===== src/rtl/sram_ctrl_pkg.sv =====
package sram_ctrl_pkg;
  typedef enum logic [1:0] {
    ST_IDLE    = 2'd0,
    ST_SETUP   = 2'd1,
    ST_ACTIVE  = 2'd2,
    ST_RECOVER = 2'd3
  } seq_state_e;
endpackage


===== src/rtl/sram_seq.sv =====
// Access sequencer: counts strobe and recovery windows in clock cycles.
module sram_seq
  import sram_ctrl_pkg::*;
#(
  parameter int ACC_CYC = 3,
  parameter int WP_CYC  = 2,
  parameter int REC_CYC = 1
) (
  input  logic clk,
  input  logic rst,
  input  logic host_req,
  input  logic host_write,
  output logic go_setup,
  output logic go_active,
  output logic go_end,
  output logic done
);
  localparam int MAX_AW  = (ACC_CYC > WP_CYC) ? ACC_CYC : WP_CYC;
  localparam int MAX_CYC = (MAX_AW > REC_CYC) ? MAX_AW : REC_CYC;
  localparam int CNT_W   = $clog2(MAX_CYC + 1);
  localparam logic [CNT_W-1:0] ACC_LAST = CNT_W'(ACC_CYC - 1);
  localparam logic [CNT_W-1:0] WP_LAST  = CNT_W'(WP_CYC - 1);
  localparam logic [CNT_W-1:0] REC_LAST = CNT_W'(REC_CYC - 1);

  seq_state_e       state_q;
  logic [CNT_W-1:0] cnt_q;
  logic             wr_q;
  logic             done_q;
  logic [CNT_W-1:0] last_cnt;

  assign last_cnt  = wr_q ? WP_LAST : ACC_LAST;
  assign go_setup  = (state_q == ST_IDLE) && host_req;
  assign go_active = (state_q == ST_SETUP);
  assign go_end    = (state_q == ST_ACTIVE) && (cnt_q == last_cnt);
  assign done      = done_q;

  always_ff @(posedge clk) begin
    if (rst) begin
      state_q <= ST_IDLE;
      cnt_q   <= '0;
      wr_q    <= 1'b0;
      done_q  <= 1'b0;
    end else begin
      done_q <= go_end;
      case (state_q)
        ST_IDLE: begin
          if (host_req) begin
            state_q <= ST_SETUP;
            wr_q    <= host_write;
          end
        end
        ST_SETUP: begin
          state_q <= ST_ACTIVE;
          cnt_q   <= '0;
        end
        ST_ACTIVE: begin
          if (go_end) begin
            state_q <= ST_RECOVER;
            cnt_q   <= '0;
          end else begin
            cnt_q <= cnt_q + 1'b1;
          end
        end
        ST_RECOVER: begin
          if (cnt_q == REC_LAST) begin
            state_q <= ST_IDLE;
            cnt_q   <= '0;
          end else begin
            cnt_q <= cnt_q + 1'b1;
          end
        end
        default: state_q <= ST_IDLE;
      endcase
    end
  end


  done_pulse_chk: assert property (@(posedge clk) disable iff (rst)
    done_q |=> !done_q);


  done_follows_active_chk: assert property (@(posedge clk) disable iff (rst)
    done_q |-> ($past(state_q) == ST_ACTIVE));
endmodule


===== src/rtl/sram_pin_drv.sv =====
// Registered memory-side pins: address, strobes, lane enables, data drive.
module sram_pin_drv #(
  parameter int ADDR_W  = 17,
  parameter int LANES   = 2,
  parameter int LANE_W  = 8,
  parameter int REC_CYC = 1
) (
  input  logic                      clk,
  input  logic                      rst,
  input  logic                      load,
  input  logic                      strobe_on,
  input  logic                      strobe_off,
  input  logic [ADDR_W-1:0]         in_addr,
  input  logic [LANES*LANE_W-1:0]   in_wdata,
  input  logic [LANES-1:0]          in_mask,
  input  logic                      in_write,
  output logic [ADDR_W-1:0]         mem_addr,
  output logic                      mem_we_n,
  output logic                      mem_oe_n,
  output logic [LANES-1:0]          mem_lane_en_n,
  output logic [LANES*LANE_W-1:0]   mem_dq_out,
  output logic [LANES-1:0]          mem_dq_oe,
  output logic [LANES-1:0]          mask_q,
  output logic                      write_q
);
  localparam int DATA_W = LANES * LANE_W;
  localparam int GAP_W  = $clog2(REC_CYC + 2) + 1;
  localparam logic [GAP_W-1:0] GAP_MIN = GAP_W'(REC_CYC + 1);

  logic             any_lane;
  logic [GAP_W-1:0] gap_q;

  assign any_lane = |mask_q;

  always_ff @(posedge clk) begin
    if (rst) begin
      mem_addr      <= '0;
      mem_dq_out    <= '0;
      mask_q        <= '0;
      write_q       <= 1'b0;
      mem_we_n      <= 1'b1;
      mem_oe_n      <= 1'b1;
      mem_lane_en_n <= '1;
      mem_dq_oe     <= '0;
    end else begin
      if (load) begin
        mem_addr   <= in_addr;
        mem_dq_out <= in_wdata;
        mask_q     <= in_mask;
        write_q    <= in_write;
      end
      if (strobe_on && any_lane) begin
        mem_lane_en_n <= ~mask_q;
        if (write_q) begin
          mem_we_n  <= 1'b0;
          mem_dq_oe <= mask_q;
        end else begin
          mem_oe_n  <= 1'b0;
        end
      end else if (strobe_off) begin
        mem_lane_en_n <= '1;
        mem_we_n      <= 1'b1;
        mem_oe_n      <= 1'b1;
        mem_dq_oe     <= '0;
      end
    end
  end

  // High-time gap tracker, used only by the recovery check below.
  always_ff @(posedge clk) begin
    if (rst) begin
      gap_q <= GAP_MIN;
    end else if ((&mem_lane_en_n) && mem_we_n) begin
      if (gap_q != GAP_MIN) gap_q <= gap_q + 1'b1;
    end else begin
      gap_q <= '0;
    end
  end


  oe_we_excl_chk: assert property (@(posedge clk) disable iff (rst)
    !(!mem_oe_n && !mem_we_n));


  drive_only_we_chk: assert property (@(posedge clk) disable iff (rst)
    (|mem_dq_oe) |-> !mem_we_n);


  addr_hold_chk: assert property (@(posedge clk) disable iff (rst)
    (!(&mem_lane_en_n) && !$past(&mem_lane_en_n)) |-> $stable(mem_addr));


  recovery_gap_chk: assert property (@(posedge clk) disable iff (rst)
    $fell(&mem_lane_en_n) |-> (gap_q >= GAP_MIN));


  write_lane_match_chk: assert property (@(posedge clk) disable iff (rst)
    !mem_we_n |-> (mem_dq_oe == ~mem_lane_en_n));


  write_data_stable_chk: assert property (@(posedge clk) disable iff (rst)
    (!mem_we_n && !$past(mem_we_n)) |-> $stable(mem_dq_out));

  logic unused_width;
  assign unused_width = (DATA_W == 0);
endmodule


===== src/rtl/sram_rd_capture.sv =====
// Per-lane read result register; unselected lanes load zero.
module sram_rd_capture #(
  parameter int LANES  = 2,
  parameter int LANE_W = 8
) (
  input  logic                    clk,
  input  logic                    rst,
  input  logic                    cap,
  input  logic [LANES-1:0]        mask,
  input  logic [LANES*LANE_W-1:0] dq_in,
  output logic [LANES*LANE_W-1:0] rdata
);
  for (genvar g = 0; g < LANES; g++) begin : g_lane
    logic [LANE_W-1:0] lane_q;

    always_ff @(posedge clk) begin
      if (rst) begin
        lane_q <= '0;
      end else if (cap) begin
        lane_q <= mask[g] ? dq_in[g*LANE_W +: LANE_W] : '0;
      end
    end

    assign rdata[g*LANE_W +: LANE_W] = lane_q;


    unsel_lane_zero_chk: assert property (@(posedge clk) disable iff (rst)
      (cap && !mask[g]) |=> (lane_q == '0));
  end


  rdata_hold_chk: assert property (@(posedge clk) disable iff (rst)
    !cap |=> $stable(rdata));
endmodule


===== src/rtl/sram_byte_ctrl.sv =====
// Top: host request port to byte-lane asynchronous SRAM pins.
module sram_byte_ctrl #(
  parameter int ADDR_W  = 17,
  parameter int LANES   = 2,
  parameter int LANE_W  = 8,
  parameter int ACC_CYC = 3,
  parameter int WP_CYC  = 2,
  parameter int REC_CYC = 1
) (
  input  logic                     clk,
  input  logic                     rst,
  input  logic                     host_req,
  input  logic                     host_write,
  input  logic [ADDR_W-1:0]        host_addr,
  input  logic [LANES*LANE_W-1:0]  host_wdata,
  input  logic [LANES-1:0]         host_mask,
  output logic [LANES*LANE_W-1:0]  host_rdata,
  output logic                     host_done,
  output logic [ADDR_W-1:0]        mem_addr,
  output logic                     mem_we_n,
  output logic                     mem_oe_n,
  output logic [LANES-1:0]         mem_lane_en_n,
  output logic [LANES*LANE_W-1:0]  mem_dq_out,
  output logic [LANES-1:0]         mem_dq_oe,
  input  logic [LANES*LANE_W-1:0]  mem_dq_in
);
  localparam int DATA_W = LANES * LANE_W;

  logic              go_setup;
  logic              go_active;
  logic              go_end;
  logic [LANES-1:0]  mask_q;
  logic              write_q;
  logic              cap_read;
  logic [DATA_W-1:0] rdata;

  sram_seq #(
    .ACC_CYC (ACC_CYC),
    .WP_CYC  (WP_CYC),
    .REC_CYC (REC_CYC)
  ) i_seq (
    .clk        (clk),
    .rst        (rst),
    .host_req   (host_req),
    .host_write (host_write),
    .go_setup   (go_setup),
    .go_active  (go_active),
    .go_end     (go_end),
    .done       (host_done)
  );

  sram_pin_drv #(
    .ADDR_W  (ADDR_W),
    .LANES   (LANES),
    .LANE_W  (LANE_W),
    .REC_CYC (REC_CYC)
  ) i_pins (
    .clk           (clk),
    .rst           (rst),
    .load          (go_setup),
    .strobe_on     (go_active),
    .strobe_off    (go_end),
    .in_addr       (host_addr),
    .in_wdata      (host_wdata),
    .in_mask       (host_mask),
    .in_write      (host_write),
    .mem_addr      (mem_addr),
    .mem_we_n      (mem_we_n),
    .mem_oe_n      (mem_oe_n),
    .mem_lane_en_n (mem_lane_en_n),
    .mem_dq_out    (mem_dq_out),
    .mem_dq_oe     (mem_dq_oe),
    .mask_q        (mask_q),
    .write_q       (write_q)
  );

  assign cap_read = go_end && !write_q;

  sram_rd_capture #(
    .LANES  (LANES),
    .LANE_W (LANE_W)
  ) i_cap (
    .clk   (clk),
    .rst   (rst),
    .cap   (cap_read),
    .mask  (mask_q),
    .dq_in (mem_dq_in),
    .rdata (rdata)
  );

  assign host_rdata = rdata;


  empty_mask_quiet_chk: assert property (@(posedge clk) disable iff (rst)
    (mask_q == '0) |=> ((&mem_lane_en_n) && mem_we_n && mem_oe_n));


  read_data_on_done_chk: assert property (@(posedge clk) disable iff (rst)
    (cap_read && (mask_q != '0)) |-> !mem_oe_n);
endmodule


===== config.mk =====
export PLATFORM = sky130hd
export DESIGN_NAME = sram_byte_ctrl
export DESIGN_NICKNAME = d
export VERILOG_FILES = /design/src/rtl/sram_ctrl_pkg.sv /design/src/rtl/sram_seq.sv /design/src/rtl/sram_pin_drv.sv /design/src/rtl/sram_rd_capture.sv /design/src/rtl/sram_byte_ctrl.sv
export SDC_FILE = /design/constraint.sdc
export NUM_CORES = 1
export LEC_CHECK = 0
export ABC_CLOCK_PERIOD_IN_PS = 3500
export BUFFER_PORTS_ARGS = -buffer_cell sky130_fd_sc_hd__buf_2
export CELL_PAD_IN_SITES_DETAIL_PLACEMENT = 2
export CELL_PAD_IN_SITES_GLOBAL_PLACEMENT = 2
export CORE_MARGIN = 4
export CORE_UTILIZATION = 27
export CTS_CLUSTER_DIAMETER = 40
export CTS_CLUSTER_SIZE = 30
export DETAILED_ROUTE_END_ITERATION = 8
export PLACE_DENSITY_LB_ADDON = 0.08
export SETUP_SLACK_MARGIN = 0.05
export SLEW_MARGIN = 10
export SYNTH_ARGS = -nofsm -noshare
export SYNTH_HDL_FRONTEND = slang
export SYNTH_SLANG_ARGS = --single-unit
export TNS_END_PERCENT = 30

===== constraint.sdc =====
create_clock -name clk -period 3.5 [get_ports clk]
set_clock_uncertainty 0.05 [all_clocks]
set_input_delay 0.175 -clock clk [delete_from_list [all_inputs] [get_ports clk]]
set_output_delay 0.175 -clock clk [all_outputs]
set_load 0.02 [all_outputs]

# After elaboration in Yosys (flattened, before gate mapping)
# Cells that the tools add are included.
dict set report totals {
  word_cells 58
  input_bits 55
  out_inout_bits 56
  ff_bits 64
}
dict set report op_classes {
  muxes 19
  eq_ne 9
  n_reduce_logical 14
  bitwise 1
  addsub 1
}
# operator n
set ops {}
lappend ops {{$mux W2} 10}
lappend ops {{$mux W8} 2}
lappend ops {{$pmux W2 S4} 1}
lappend ops {{$ne A2 B2 Y1 const B} 3}
lappend ops {{$pmux W2 S3} 1}
lappend ops {{$reduce_and A2 Y1} 3}
lappend ops {{$mux W1} 5}
lappend ops {{$eq A2 B2 Y1 const B} 2}
lappend ops {{$logic_and A1 B1 Y1} 4}
lappend ops {{$logic_not A2 Y1} 2}
lappend ops {{$ne A2 B1 Y1 const B} 2}
lappend ops {{$reduce_and A3 Y1} 1}
lappend ops {{$reduce_bool A3 Y1} 1}
lappend ops {{$add A2 B1 Y2 const B} 1}
lappend ops {{$eq A2 B1 Y1 const B} 1}
lappend ops {{$eq A2 B2 Y1} 1}
lappend ops {{$not A2 Y2} 1}
lappend ops {{$reduce_bool A2 Y1} 1}
lappend ops {{$reduce_or A2 Y1} 1}
lappend ops {{$logic_not A1 Y1} 1}

# Logic depth before layout (Yosys ltp)
# Gate-level depths: netlist (run 1).
dict set report logic_depth {
  ltp_word 5
  ltp_mapped 7
  ltp_nobuf 6
}

# By module
# A second synthesis (run 1) with hierarchy kept.
dict set report hier_totals {
  hier_cells 260
  area_unflattened_um2 2612.5
}
# module cells_per_inst area_per_inst_um2 instances seq_area_each_um2
set modules_own_cells {}
lappend modules_own_cells {sram_pin_drv 146 1557.7 1 840.8}
lappend modules_own_cells {sram_rd_capture 71 631.9 1 320.3}
lappend modules_own_cells {sram_seq 42 409.1 1 120.1}
lappend modules_own_cells {sram_byte_ctrl 1 13.8 1 0.0}

# Worst setup path after synthesis (run 1)
# No wires, ideal clock.
dict set report synth_path {
  kind {flip-flop to flip-flop}
  start {register i_seq.state_q[0]}
  end {register i_pins.mem_dq_oe[0]}
  t_arrival_ns 1.333
  path_buffers 1
  setup_ns 0.117
  period_less_slack_ns 1.500
  required_ns 3.333
  path_slack_ns 2.000
  stages_incl_launch_ff 8
  cell_sequence {dfxtp_1 inv_1 ha_1 nand4bb_1 buf_6 a21oi_4 nor3_2 a22o_1}
}
dict set report synth_via {
  elab_chain_len 4
  elab_cells_between_ends 8
  classes_between {eq/ne: 3; mux: 1; reduce/logical: 4}
}
# item line
set synth_rtl {}
lappend synth_rtl {{from (decl)} sram_seq.sv:25} ;# seq_state_e state_q;
lappend synth_rtl {{from (signal assigned)} sram_seq.sv:39} ;# state_q <= ST_IDLE;
lappend synth_rtl {{from (signal assigned)} sram_seq.sv:48} ;# state_q <= ST_SETUP;
lappend synth_rtl {{from (signal assigned)} sram_seq.sv:53} ;# state_q <= ST_ACTIVE;
lappend synth_rtl {{$eq A2 B1 Y1 / $eq A2 B2 Y1 (equally long branches)} {sram_seq.sv:33, sram_seq.sv:34}}
lappend synth_rtl {{$logic_and A1 B1 Y1 (on tied branches)} {sram_pin_drv.sv:52, sram_seq.sv:34}}
lappend synth_rtl {{$ne A2 B1 Y1 (no source line) / $reduce_bool A2 Y1 (equally long branches)} --}
lappend synth_rtl {{$reduce_and A2 Y1 (no source line)} --}
lappend synth_rtl {{to (signal assigned)} sram_pin_drv.sv:56} ;# mem_dq_oe <= mask_q;
lappend synth_rtl {{to (decl)} sram_pin_drv.sv:22} ;# output logic [LANES-1:0] mem_dq_oe,
# Parallel ways exist; a longest one is shown, timed or not.
# A chain may end at the register's enable or synchronous reset.

# Worst setup path in the final report (run 1)
dict set report layout_path {
  start {register i_seq.state_q[1]}
  end {register i_pins.mem_dq_out[1]}
}
dict set report layout_via {
  elab_chain_len 2
}
# item line
set layout_rtl {}
lappend layout_rtl {{$logic_not A2 Y1} sram_seq.sv:32} ;# assign go_setup = (state_q == ST_IDLE) && host_req;
lappend layout_rtl {{$logic_and A1 B1 Y1} sram_seq.sv:32}
lappend layout_rtl {{to (signal assigned)} sram_pin_drv.sv:48} ;# mem_dq_out <= in_wdata;
lappend layout_rtl {{to (decl)} sram_pin_drv.sv:21} ;# output logic [LANES*LANE_W-1:0] mem_dq_out,
# Every way passes these cells.

==> flow_summary.ini, run 1 <==
[run_status]
status = completed

[layout]
final_common_cell = buf_2
num-fill-cells = 1058
fin_util_pct = 36.81
final_cell_mix = buf_2, nand2_1, dfxtp_1
drive_gt1_share_pct = 33.58
final_nets = 466
antenna_cells = 0
fin_area_um2 = 3257
final_cells = 516
multiInputGateArea_um2 = 1094
register_area_um2 = 1261
area_growth_pct = 30.94

[floorplanning]
start_util_pct = 28.11
placementRows = 34
die-area_um2 = 10810
core_area_um2 = 8848
die_h_um = 104.0
ios = 111
dieWidth_um = 104.0

[power]
p_leak_nw = 1.459
peakVddDrop_mv = 0.2165
powerDensity_nw_per_um2 = 627.1

[clocking]
cts_tree = done
clock-sinks = 63
cts-hold-fix-buffers = 0
post_cts_buffers = 0
root_buffer = clkbuf_8
ctsResizeCount = 0
cts_buffers = 9
clk_pin_slew_ns = 0.07
clk_latency_ns = 0.33
cts_max_level = 3
clock_path_buffers = 2

[placed_design]
dp_hpwl_um = 5820
io_buffers = 110
dp.cells = 501
gp_congestion = 0.6923
place_area_um2 = 3093

[synthesis]
async_flop_share_pct = 0
ys_types = 34
synth.area.top_cells = dfxtp_1, nand2_1, a21oi_1
netlist_instances = 298
ys_ff_latch = 63
synth_seq_area_share_pct = 50.70
synth_area_per_cell_um2 = 8.347
synth_top_area_share_pct = 50.70
synthFlopType = dfxtp_1
syn_nets = 360
synth_top_cell_by_area = dfxtp_1
synth_enable_flop_cells = 0
netlist_area_um2 = 2487
ys.warnings.count = 0

[detailed_routing]
drtIter0Drc = 44
wl_per_cell_um = 15.07
first_pass_iters = 4
drc = 0
num_vias = 2387
wirelength_um = 7777
via_per_inst = 4.626
antenna_left = 0

[critical_path]
cp.arrival_ns = 2.18
crit_path_end_kind = flop
worstReg2RegStart = i_seq.state_q[1]
crit_fanout = 22
startpoint_type = flop
rr_worst_depth = 6
worstReg2RegEnd = i_pins.mem_dq_out[1]
worst-endpoint-required_ns = 3.71
ff2ff_setup_slack_ns = 1.54
critPathKind = flop to flop

[min_path]
hold_end = i_pins.mem_dq_out[14]
hp-class = primary input to flop
holdPathStages = 3
min-delay-start = host_wdata[14]

[global_routing]
antenna_found_initial = 0
grt_usage_pct = 14.68
grt_pass1_vias = 2664
grt_pass1_wl_um = 13040
grt_overflow = 0
grt_max_degree = 35

[sta]
grt_setup_unrepaired = no
fin_crit_sh_pct = 56.11
finalMaxSlewViolations = 0
maxSlewHeadroom_pct = 49.84
timing_hold_violations_final = 0
max_freq_mhz = 509.2
worst_slew_pin_slew_ns = 0.7505
period_minus_slack_ns = 1.964
setup_tns_ns = 0
setup_viol = 0

[run]
cap_violations = 0
-- how the worst max path moves through the flow --
| stage | from | end | slack, ns |
|---|---|---|---|
| after floorplan | i_seq.state_q[0] | i_pins.mem_dq_oe[0] | 2.00 |
| after global placement | i_seq.state_q[0] | i_pins.mem_dq_out[13] | 1.55 |
| after detailed placement | i_seq.state_q[0] | i_pins.mem_addr[11] | 1.50 |
| after CTS | i_seq.state_q[0] | i_pins.mem_dq_out[1] | 1.49 |
| after global routing | i_seq.state_q[0] | i_pins.mem_dq_out[12] | 1.31 |
| final | i_seq.state_q[1] | i_pins.mem_dq_out[1] | 1.54 |
-- stage by stage --
stage | hold slack (ns) | worst slack (ns) | total power [W]
5_1_grt | 0.01668 | 1.306 | 0.002203
6_report | 0.02526 | 1.536 | 0.002042
3_3_place_gp | 0.3668 | 1.551 | 0.001511
4_1_cts | 0.004487 | 1.487 | 0.002087
3_5_place_dp | 0.3756 | 1.503 | 0.001532
2_1_floorplan | 0.2610 | 2.000 | 0.001323
-- cells in the mapped netlist, types with 2 or more instances --
cell,instances
clkbuf_1,10
buf_6,4
a21oi_1,53
nand3_1,15
inv_1,5
dfxtp_1,63
nand2_1,95
nand2b_1,6
o21ai_0,3
ha_1,7
o22ai_1,2
nor2b_1,2
a211oi_1,2
a22o_1,2
nor2_1,5
o31ai_1,2
buf_2,4
mux2i_1,2
-- logic make-up after synthesis --
family | Yosys count | synth area share, %
flip-flops | 63 | 50.70
AO/OA/AOI/OAI | 69 | 15.90
adder cells (fa/ha/maj) | 7 | 3.521
multiplexers | 2 | 0.8049
AND/OR/NAND/NOR | 132 | 23.74
buffers and inverters | 25 | 5.332
-- critical path, cell delays in order, from the launching register on --
cell and delay [ns]:
dfxtp_1 0.40, inv_1 0.11, ha_1 0.22, nand2_1 0.57, buf_4 0.34, nand2_1 0.08, a21oi_1 0.14
-- where the power goes --
part | total (W) | internal, W | switching [W]
logic | 0.000606 | 0.000217 | 0.000389
registers | 0.000891 | 0.000812 | 0.0000787
clock network | 0.000545 | 0.000269 | 0.000276
total | 0.00204 | 0.00130 | 0.000744
-- final cells by class --
| class | instances | share of cell area (%) |
|---|---|---|
| Timing Repair Buffer | 114 | 17.83 |
| Sequential cell | 63 | 38.72 |
| Inverter | 6 | 0.6915 |
| Clock buffer | 11 | 4.341 |
| Multi-Input combinational cell | 210 | 33.58 |
| Tap cell | 108 | 4.149 |
| Clock inverter | 4 | 0.6915 |
-- metal layers --
layer	wire, um	part of all wire [%]	GRT usage [%]	vias up
li1	-	-	-	1194
met1	3516	45	17.77	1116
met2	3627	47	23.82	68
met3	538	6.9	5.214	9
met4	95	1.2	5.698	0
met5	0	0	0	-
-- registers in the layout (all words and copies together) (netlist names) --
| register | flops |
|---|---|
| i_pins.mem_addr | 17 |
| i_cap.g_lane.lane_q | 16 |
| i_pins.mem_dq_out | 16 |
| i_pins.mask_q | 2 |
| i_pins.mem_dq_oe | 2 |
| i_pins.mem_lane_en_n | 2 |
| i_seq.cnt_q | 2 |
| i_seq.state_q | 2 |
| i_pins.mem_oe_n | 1 |
| i_pins.mem_we_n | 1 |
| i_seq.done | 1 |
| i_seq.wr_q | 1 |
(Power assumes the default switching activity.)
==> inputs of run 2 (changes only) <==
- ABC_CLOCK_PERIOD_IN_PS: 3500 -> 1700
- CORE_UTILIZATION: 27 -> 23
- clock period: 3.5 -> 1.7 ns (I/O delays scaled with it)
==> flow_summary.ini, run 2 (synthesis gave the netlist of run 1 again) <==
[clocking]
cts_tree = done
clock-sinks = 63
cts_max_level = 3
cts_buffers = 9
root_buffer = clkbuf_8
clk_pin_slew_ns = 0.08
clk_latency_ns = 0.33
clock_path_buffers = 2

[floorplanning]
die_h_um = 112.0
core_area_um2 = 10420
placementRows = 37
die-area_um2 = 12540
start_util_pct = 23.88
dieWidth_um = 112.0
ios = 111

[sta]
maxSlewHeadroom_pct = 70.58
max_freq_mhz = 629.4
worst_slew_pin_slew_ns = 0.4412
setup_viol = 0
finalMaxSlewViolations = 0
period_minus_slack_ns = 1.589
grt_setup_unrepaired = no
fin_crit_sh_pct = 93.46
timing_hold_violations_final = 0
setup_tns_ns = 0

[global_routing]
use_met3_pct = 4.293
grt_use_met2_pct = 26.90
grt_overflow = 0
grt_max_degree = 33
grt_pass1_wl_um = 15320
grt_usage_pct = 15.20
grt_pass1_vias = 2964
gr-usage-met1_pct = 17.14
globalRoute.busiestLayer = met2
antenna_found_initial = 0

[layout]
final_common_cell = buf_2
final_nets = 528
final_cell_mix = buf_2, nand2_1, dfxtp_1
top_register = i_pins.mem_addr
largest_reg_flops = 17
reg_top3 = i_pins.mem_addr: 17 flops, i_cap.g_lane.lane_q: 16 flops, i_pins.mem_dq_out: 16 flops
area_growth_pct = 60.26
drive_gt1_share_pct = 32.70
fin_area_um2 = 3986
antenna_cells = 0

[power]
p_total_w = 0.004662
powerDensity_nw_per_um2 = 1170
peakVddDrop_mv = 0.4079
p_leak_nw = 1.751

[run_status]
status = completed

[detailed_routing]
drtIter0Drc = 72
antenna_left = 0
num_vias = 2663
wirelength_um = 9203
first_pass_iters = 4
wl_per_cell_um = 15.16
drc = 0
via_per_inst = 4.387

[critical_path]
worstReg2RegStart = i_seq.state_q[0]
crit_fanout = 5
critPathKind = flop to flop
ff2ff_setup_slack_ns = 0.11
startpoint_type = flop
worst-endpoint-required_ns = 1.87
crit_path_end_kind = flop
rr_worst_depth = 6
crit_start = i_seq.state_q[0]
cp.arrival_ns = 1.76
worstReg2RegEnd = i_pins.mem_dq_oe[0]

[min_path]
hold_end = i_seq.state_q[0]
holdPathStages = 4
min-delay-start = host_req
hp-class = primary input to flop

[placed_design]
dp_hpwl_um = 6157
io_buffers = 110
gp_congestion = 0.7310
place_area_um2 = 3218

[run]
cap_violations = 0
==> run 2: changes by cell type in the layout (fill, tap and decap cells not counted), sizes merged <==
cell	change
bufinv	+1
buf	+10
clkinv	+1
dlygate4sd3	+52
clkbuf	-1
==> run 2: routing by layer <==
metal,vias up,routed length (um)
li1,1319,-
met2,77,4674
met1,1251,3745
met3,16,553
met4,0,230
met5,-,0
==> run 2: area by class of cell <==
type,count,area [um2]
Clock buffer,10,127.6
Clock inverter,6,61.31
Fill cell,1194,6430
Inverter,6,22.52
Multi-Input combinational cell,210,1124
Sequential cell,63,1264
Tap cell,136,170.2
Timing Repair Buffer,176,1217
==> run 2: timing repair <==
| item | in CTS | in global routing |
|---|---|---|
| hold endpoints to repair | 52 | 0 |
| endpoints found under the setup margin | 22 | 30 |
| resized for setup | 3 | 5 |
| hold buffers | 52 | 0 |
| setup buffers | 1 | 2 |
| pin swaps | 0 | 1 |
==> run 2: critical path, cell delays in order, from the launching register on <==
cell,delay (ns)
dfxtp_2,0.35
inv_2,0.10
ha_4,0.19
nand4b_1,0.27
a21oi_4,0.27
nor3_2,0.06
a22o_1,0.19
==> run 2: per-stage QoR <==
step | utilization (%) | cells | setup WS, ns | hold slack [ns]
6_report | 38.27 | 607 | 0.1112 | 0.1223
5_1_grt | 38.27 | 607 | 0.04215 | 0.1348
4_1_cts | 38.05 | 605 | 0.08371 | 0.1195
3_5_place_dp | 30.89 | 536 | -0.01213 | 0.2833
3_3_place_gp | 30.89 | 536 | 0.1016 | 0.2750
2_1_floorplan | - | 298 | 0.2005 | 0.1710
==> run 2: power breakdown <==
part	leakage (nW)	switching (W)	internal, W
Combinational	1.14	0.000912	0.000641
Sequential	0.514	0.000147	0.00168
Clock	0.0960	0.000614	0.000673
Total	1.75	0.00167	0.00299
==> run 2: worst max-delay path by stage <==
stage                          endpoint  cells after the start  slack, ns
CTS                 i_pins.mem_dq_oe[0]                      6       0.08
global placement    i_pins.mem_dq_oe[0]                      6       0.10
finish              i_pins.mem_dq_oe[0]                      6       0.11
floorplan           i_pins.mem_dq_oe[0]                      7       0.20
detailed placement  i_pins.mem_dq_oe[0]                      6      -0.01
global route        i_pins.mem_dq_oe[0]                      6       0.04
==> inputs of run 3 (changes only) <==
- CORE_UTILIZATION: 23 -> 25
- SYNTH_HIERARCHICAL: default -> 1
==> flow_summary.ini, run 3 <==
[min_path]
holdPathStages = 4
hp-class = primary input to flop

[detailed_routing]
num_vias = 2470
via_per_inst = 4.349
first_pass_iters = 4
wirelength_um = 8347
antenna_left = 0
wl_per_cell_um = 14.70
drc = 0
drtIter0Drc = 52

[floorplanning]
dieWidth_um = 110.2
die-area_um2 = 12150
placementRows = 37
core_area_um2 = 10230
die_h_um = 110.2
ios = 111
start_util_pct = 25.54

[synthesis]
syn_nets = 322
synth.area.top_cells = dfxtp_1, mux2i_1, nor2_1
yosysMostFrequentCell = dfxtp_1
ys.warnings.count = 6
netlist_area_um2 = 2613
synth_seq_area_share_pct = 49.04
synth_enable_flop_cells = 0
ys_ff_latch = 64
synth_top_area_share_pct = 49.04
ys_types = 32
synth_area_per_cell_um2 = 10.05
synthFlopType = dfxtp_1
async_flop_share_pct = 0
synth_top_cell_by_area = dfxtp_1
netlist_instances = 260
synth_common_cells = dfxtp_1, nor2_1, mux2i_1, nand2b_1, nand3_1

[sta]
final.setup.worst_slack_ns = 0.06839
fin_crit_sh_pct = 95.98
finalMaxSlewViolations = 0
setup_viol = 0
maxSlewHeadroom_pct = 60.89
max_freq_mhz = 612.9
worst_slew_pin_slew_ns = 0.5867
grt_setup_unrepaired = yes
period_minus_slack_ns = 1.632
holdWs_ns = 0.1213
timing_hold_violations_final = 0

[critical_path]
startpoint_type = flop
rr_worst_depth = 7
cp.arrival_ns = 1.85
critPathKind = flop to flop
worst-endpoint-required_ns = 1.92
crit_fanout = 16
crit_path_end_kind = flop

[layout]
final_cell_mix = buf_2, dfxtp_1, dlygate4sd3_1
area_growth_pct = 57.81
antenna_cells = 0
fin_util_pct = 40.30
final_common_cell = buf_2
final_cells = 568
reg_top3 = i_pins/mem_addr: 17 flops, i_cap/g_lane.lane_q: 16 flops, i_pins/mem_dq_out: 16 flops
drive_gt1_share_pct = 34.72
top_register = i_pins/mem_addr
final_nets = 490
largest_reg_flops = 17

[clocking]
clock-sinks = 64
cts_buffers = 9
cts_tree = done
cts_max_level = 3
clk_pin_slew_ns = 0.07
clk_latency_ns = 0.33
root_buffer = clkbuf_8
clock_path_buffers = 2

[power]
p_leak_nw = 1.853
peakVddDrop_mv = 0.4166
powerDensity_nw_per_um2 = 1160

[placed_design]
gp_congestion = 0.6798
io_buffers = 110
dp.cells = 498
preCtsSetupSlack_ns = 0.1137
dp_hpwl_um = 5189

[run_status]
status = completed

[global_routing]
grt_pass1_wl_um = 12500
grt_max_degree = 38
grt_pass1_vias = 2600
grt_usage_pct = 13.40
grt_overflow = 0
antenna_found_initial = 0

[run]
cap_violations = 0
run 3: power breakdown:
group	internal, W	switching [W]
clock network	0.000897	0.000579
logic	0.000680	0.000804
registers	0.00169	0.000129
total	0.00327	0.00151
run 3: worst paths after layout:
path                                      start                   endpoint  slack (ns)
worst min-delay path                   host_req           i_seq/state_q[0]        0.12
worst min register to register  i_pins/mem_we_n            i_pins/mem_we_n        0.41
worst max register to register       i_seq/wr_q  i_cap/g_lane[0].lane_q[0]        0.07
worst max-delay path                 i_seq/wr_q  i_cap/g_lane[0].lane_q[0]        0.07
run 3: stage by stage:
| step | cell area, um2 | setup TNS (ns) | power [W] |
|---|---|---|---|
| 3_3_place_gp | 3304 | 0 | 0.003221 |
| 6_report | 4123 | 0 | 0.004782 |
| 4_1_cts | 4045 | 0 | 0.004856 |
| 2_1_floorplan | 2613 | 0 | 0.002905 |
| 3_5_place_dp | 3304 | 0 | 0.003244 |
| 5_1_grt | 4123 | -0.08383 | 0.005120 |
run 3: what timing repair did:
item / 4_1_cts / 5_1_grt
hold buffers: 52 / 0
endpoints found under the setup margin: 0 / 27
buffers inserted: 0 / 1
endpoints found under the hold margin: 53 / 0
gates resized for setup: 0 / 8
run 3: layout make-up:
| class | instances | area [um2] |
|---|---|---|
| Inverter | 8 | 30.03 |
| Tap cell | 136 | 170.2 |
| Timing Repair Buffer | 173 | 1239 |
| Fill cell | 1129 | 6108 |
| Multi-Input combinational cell | 172 | 1177 |
| Clock buffer | 12 | 155.1 |
| Clock inverter | 3 | 65.06 |
| Sequential cell | 64 | 1286 |
run 3: cells by family after synthesis:
group	after synthesis	synth area share [%]
simple gates	93	17.10
flops	64	49.04
mux	40	15.33
compound gates	32	8.668
buf+inv	24	6.513
fa+ha+maj	7	3.352
run 3: per-layer routing:
metal,wire (um),track usage (%),up-vias
li1,-,-,1206
met1,3615,15.46,1171
met2,4110,23.27,85
met3,524,4.601,8
met4,96,4.222,0
met5,0,0,-
run 3: critical path, stage by stage, from the launching register on:
cell and delay, ns:
dfxtp_1 0.33, nand2b_4 0.15, o21ai_2 0.19, and2_4 0.17, nor2b_4 0.24, clkbuf_16 0.21
nand3_1 0.09, a21oi_1 0.15
